$ cat config.mk
export PLATFORM = sky130hd
export DESIGN_NAME = fe_sync_mem
export DESIGN_NICKNAME = d
export VERILOG_FILES = /design/src/rtl/fe_pkg.sv /design/src/rtl/fe_decode.sv /design/src/rtl/fe_word_array.sv /design/src/rtl/fe_sync_mem.sv
export SDC_FILE = /design/constraint.sdc
export NUM_CORES = 1
export LEC_CHECK = 0
export BUFFER_PORTS_ARGS = -buffer_cell sky130_fd_sc_hd__buf_2
export CORE_MARGIN = 1.5
export CORE_UTILIZATION = 55
export CTS_CLUSTER_SIZE = 40
export DETAILED_ROUTE_END_ITERATION = 6
export HOLD_SLACK_MARGIN = 0.03
export PLACE_DENSITY = 0.72
export SLEW_MARGIN = 0
export SYNTH_ARGS = -nofsm -noshare
export SYNTH_HDL_FRONTEND = slang
export SYNTH_SLANG_ARGS = --single-unit
$ cat constraint.sdc
create_clock -name clk_i -period 2.7 [get_ports clk_i]
set_input_delay 0.54 -clock clk_i [delete_from_list [all_inputs] [get_ports clk_i]]
set_output_delay 0.54 -clock clk_i [all_outputs]
set_load 0.05 [all_outputs]
$ cat src/rtl/fe_pkg.sv
package fe_pkg;
  typedef enum logic [1:0] {
    CLS_CLEAR = 2'b00,
    CLS_LOAD  = 2'b01,
    CLS_STORE = 2'b10,
    CLS_SWAP  = 2'b11
  } fe_cls_e;

  typedef struct packed {
    logic priv;        // privilege violation
    logic rd;          // returns word
    logic wr;          // writes word
    logic trap_empty;  // abort when empty
    logic trap_full;   // abort when full
    logic st_upd;      // update state bit
    logic st_val;      // new state value
  } fe_dec_t;
endpackage

$ cat src/rtl/fe_decode.sv
module fe_decode
  import fe_pkg::*;
(
  input  logic       user_mode_i,
  input  logic [7:0] mod_i,
  output fe_dec_t    dec_o
);
  fe_cls_e cls;
  logic    no_trap, upd;

  assign cls     = fe_cls_e'(mod_i[3:2]);
  assign no_trap = mod_i[1];
  assign upd     = mod_i[0];

  always_comb begin
    dec_o      = '0;
    dec_o.priv = user_mode_i & ~mod_i[7];
    unique case (cls)
      CLS_LOAD: begin
        dec_o.rd         = 1'b1;
        dec_o.trap_empty = ~no_trap;
        dec_o.st_upd     = upd;
        dec_o.st_val     = 1'b0;
      end
      CLS_STORE: begin
        dec_o.wr        = 1'b1;
        dec_o.trap_full = ~no_trap;
        dec_o.st_upd    = upd;
        dec_o.st_val    = 1'b1;
      end
      CLS_SWAP: begin
        dec_o.rd        = 1'b1;
        dec_o.wr        = 1'b1;
        dec_o.trap_full = ~no_trap;
        dec_o.st_upd    = upd;
        dec_o.st_val    = 1'b1;
      end
      default: begin
        dec_o.st_upd = 1'b1;
        dec_o.st_val = 1'b0;
      end
    endcase
  end
endmodule

$ cat src/rtl/fe_word_array.sv
module fe_word_array #(
  parameter int DEPTH  = 16,
  parameter int DATA_W = 32,
  localparam int ADDR_W = $clog2(DEPTH)
) (
  input  logic              clk_i,
  input  logic              rst_ni,
  input  logic [ADDR_W-1:0] addr_i,
  input  logic              data_we_i,
  input  logic [DATA_W-1:0] data_i,
  input  logic              state_we_i,
  input  logic              state_i,
  output logic [DATA_W-1:0] data_o,
  output logic              state_o
);
  logic [DATA_W-1:0] words [DEPTH];
  logic [DEPTH-1:0]  full_q;

  for (genvar g = 0; g < DEPTH; g++) begin : g_word
    logic hit;
    assign hit = (addr_i == ADDR_W'(g));
    always_ff @(posedge clk_i or negedge rst_ni) begin
      if (!rst_ni) begin
        words[g]  <= '0;
        full_q[g] <= 1'b0;
      end else begin
        if (hit && data_we_i)  words[g]  <= data_i;
        if (hit && state_we_i) full_q[g] <= state_i;
      end
    end
  end

  assign data_o  = words[addr_i];
  assign state_o = full_q[addr_i];
endmodule

$ cat src/rtl/fe_sync_mem.sv
module fe_sync_mem
  import fe_pkg::*;
#(
  parameter int DEPTH  = 16,
  parameter int DATA_W = 32,
  localparam int ADDR_W = $clog2(DEPTH)
) (
  input  logic              clk_i,
  input  logic              rst_ni,
  input  logic              req_i,
  input  logic              user_mode_i,
  input  logic [7:0]        mod_i,
  input  logic [ADDR_W-1:0] addr_i,
  input  logic [DATA_W-1:0] wdata_i,
  output logic              rsp_valid_o,
  output logic [DATA_W-1:0] rdata_o,
  output logic              cc_full_o,
  output logic              sync_trap_o,
  output logic              priv_fault_o
);
  fe_dec_t           dec;
  logic [DATA_W-1:0] cur_data;
  logic              cur_full;
  logic              trap, access, data_we, state_we;

  fe_decode u_dec (
    .user_mode_i(user_mode_i),
    .mod_i      (mod_i),
    .dec_o      (dec)
  );

  fe_word_array #(.DEPTH(DEPTH), .DATA_W(DATA_W)) u_arr (
    .clk_i     (clk_i),
    .rst_ni    (rst_ni),
    .addr_i    (addr_i),
    .data_we_i (data_we),
    .data_i    (wdata_i),
    .state_we_i(state_we),
    .state_i   (dec.st_val),
    .data_o    (cur_data),
    .state_o   (cur_full)
  );

  assign trap     = ~dec.priv & ((dec.trap_empty & ~cur_full) | (dec.trap_full & cur_full));
  assign access   = req_i & ~dec.priv & ~trap;
  assign data_we  = access & dec.wr;
  assign state_we = access & dec.st_upd;

  always_ff @(posedge clk_i or negedge rst_ni) begin
    if (!rst_ni) begin
      rsp_valid_o  <= 1'b0;
      rdata_o      <= '0;
      cc_full_o    <= 1'b0;
      sync_trap_o  <= 1'b0;
      priv_fault_o <= 1'b0;
    end else begin
      rsp_valid_o  <= req_i;
      rdata_o      <= (access && dec.rd) ? cur_data : '0;
      cc_full_o    <= req_i & ~dec.priv & cur_full;
      sync_trap_o  <= req_i & trap;
      priv_fault_o <= req_i & dec.priv;
    end
  end
endmodule

==> results.py <==
metrics = {
    "route": {
        "drtPass1Iterations": 5,
        "drc_errors": 0,
        "wl_per_cell_um": 25.1,
        "routed_wirelength_um": 56900,
        "vias": 13872,
        "first_iter_violations": 850,
        "ant_nets": 0,
        "avgViaCountPerCell": 6.11,
    },
    "sta": {
        "report.final.setup_viol": 0,
        "slew_headroom": 0.519,
        "fin_worst_skew_ps": 15.1,
        "tightest_slew_ps": 721,
        "fin_crit_ps": 2310,
        "grt_setup_unrepaired": "no",
        "period_share": 0.856,
        "maxSlewViolCount": 0,
        "hold_viol_final": 0,
        "max_freq_ghz": 0.433,
    },
    "logic_synthesis": {
        "ys_seq_elements": 564,
        "yosysWarnings": 0,
        "synth_cells": 1526,
        "syn_area_um2": 25100,
        "synth.avg_cell_area_um2": 16.5,
        "ys_seq_area_frac": 0.562,
        "synthDistinctLibCells": 29,
        "synth_fp_nets": 1574,
    },
    "clock_network": {
        "clock_latency_ps": 610,
        "clkTransAtPathRegs_ps": 60,
        "cts.sinks": 564,
        "cts_setup_buffers": 0,
        "clockRootBuffer": "clkbuf_16",
        "cts_tree": "yes",
        "cts_made_buffers": 58,
        "cts_htree_levels": 2,
        "clock_path_buffers": 3,
        "cts_resized": 0,
    },
    "floorplan": {
        "die_w_um": 217,
        "core_um2": 45200,
        "start_util": 0.556,
        "die_h_um": 217,
        "rows": 78,
        "dieArea_um2": 47000,
        "ios": 84,
    },
    "grt": {
        "grtUsageTotal": 0.254,
        "antenna_found_initial": 2,
        "grt_start_max_net_pins": 85,
        "grt-ovfl-total": 0,
        "grt_pass1_vias": 15027,
        "grt_pass1_wl_um": 89700,
    },
    "power": {
        "power_leakage_uw": 0.0135,
        "peakVddDrop_uv": 547,
        "power_density_nw_per_um2": 747,
    },
    "critical_path": {
        "start_kind": "register",
        "cp.required_ps": 3200,
        "critPathKind": "register to register",
        "critical_path_arrival_ps": 2810,
        "cp-end-kind": "register",
        "worst-path-max-fanout": 3,
    },
    "status": {
        "status": "complete, no violations",
    },
    "finish": {
        "finalInstanceArea_um2": 28900,
        "area_growth_pct": 14.8,
        "fin_nets": 1667,
        "postLayoutCoreUtil": 0.638,
        "drive_gt1_frac": 0.576,
    },
    "hold_path": {
        "min_path_type": "primary input to register",
    },
    "place": {
        "hpwlAfterDp_um": 33100,
        "place.gp.congestion": 0.820,
        "placed_area_um2": 26900,
        "numPortBuffers": 80,
    },
    "job": {
        "max_cap_viol_count": 0,
    },
}
==> worst max-delay path: stages, from the launching register on <==
cell and delay, ps:
dfrtp_1 380, mux2i_1 190, a22oi_1 130, buf_4 160, a21oi_1 250, nor4_4 80, a2111oi_0 510, buf_4 200
mux2_2 320
==> metal layers <==
layer | vias up | GRT usage | share of wire
met5 | - | 0 | 0.00012
met4 | 2 | 0.0639 | 0.022
met3 | 87 | 0.0450 | 0.045
met2 | 284 | 0.426 | 0.50
met1 | 7585 | 0.346 | 0.43
li1 | 5914 | - | -
==> Yosys cell counts, drive strengths merged <==
cell     instances  area, um^2
buf             73         359
a211oi           2        15.0
mux2i            8        80.1
nand3           17        85.1
nand2b           2        12.5
a21oi           19        95.1
nand4            6        37.5
and4             1        8.76
and2b            1        7.51
a22oi            4        30.0
nor4             1        21.3
nor2b            5        31.3
mux2           528        5950
nor2            10        37.5
or3              1        6.26
nor3b           32         240
dfrtp          564       14100
inv              3        11.3
nand2           16        60.1
clkbuf          59         221
a2111oi          2        36.3
mux4           160        3600
and3             6        37.5
o21ai            1        5.00
and2             5        31.3
==> through the flow <==
step	power (uW)	TNS, ps	worst slack (ps)	std cells	hold WS, ps
2_1_floorplan	12800	0	159	1526	244
3_3_place_gp	13600	-56.0	-56.0	2158	470
3_5_place_dp	13800	-95.8	-95.8	2158	484
4_1_cts	21700	0	365	2268	36.5
5_1_grt	22500	0	248	2269	50.0
6_report	21600	0	388	2269	75.9
==> cells in the final DEF, fill, tap and decap left out, types with 2 or more instances in the layout <==
cell type    n
a211oi_1     2
a21oi_1     18
a22oi_1      4
and2_1       5
and3_1       6
buf_12      41
buf_2       76
buf_4       44
buf_8        2
bufinv_16    2
clkbuf_1    18
clkbuf_16   59
clkbuf_8    14
clkinv_2    13
dfrtp_1    564
inv_1        3
mux2_1       2
mux2_2     526
mux2i_1      8
mux4_2     160
nand2_1      3
nand2_2     13
nand2b_1     2
nand3_1     13
nand3_2      4
nand4_1      6
nor2_1      10
nor2b_1      5
nor3b_1     32
==> path summary, 6_finish.rpt <==
check,from,to,cells after the start,slack [ps]
worst max-delay path,u_arr.full_q[6],u_arr.full_q[15],8,390
worst min-delay path,req_i,rsp_valid_o,1,80
worst max register to register,u_arr.full_q[6],u_arr.full_q[15],8,390
worst min register to register,u_arr.words[310],u_arr.words[310],1,500
max in group asynchronous,rst_ni,u_arr.words[224],3,1320
min in group asynchronous,rst_ni,rdata_o[6],2,510
==> repair_timing <==
action | in CTS | in global routing
endpoints found under the hold margin | 53 | 0
setup endpoints to repair | 0 | 0
hold buffers | 1 | 0
==> flip-flops by register name, summed over array words and instances, names as in the netlist <==
signal,flops
cc_full_o,1
priv_fault_o,1
rdata_o,32
rsp_valid_o,1
sync_trap_o,1
u_arr.full_q,16
u_arr.words,512
==> cell type report <==
type                            count  area (um^2)
Timing Repair Buffer              165         1580
Antenna cell                        1         2.50
Clock inverter                     18          161
Clock buffer                       91         1740
Inverter                            3         11.3
Tap cell                          600          751
Fill cell                        3208        16300
Multi-Input combinational cell    827        10500
Sequential cell                   564        14100
==> power by group <==
part / leakage [uW] / switching [uW] / total [uW] / internal, uW
logic: 0.00516 / 1210 / 3160 / 1950
registers: 0.00741 / 675 / 10500 / 9840
clock network: 0.000943 / 3270 / 7880 / 4600
total: 0.0135 / 5160 / 21600 / 16400
==> logic make-up after synthesis <==
family / count (synthesis) / synth area share
muxes: 696 / 0.383
DFF: 564 / 0.562
buffers and inverters: 135 / 0.0235
and+or+nand+nor: 103 / 0.0245
AOI/OAI and AO/OA: 28 / 0.00722
Note: power is estimated with default switching activity, not from simulation.
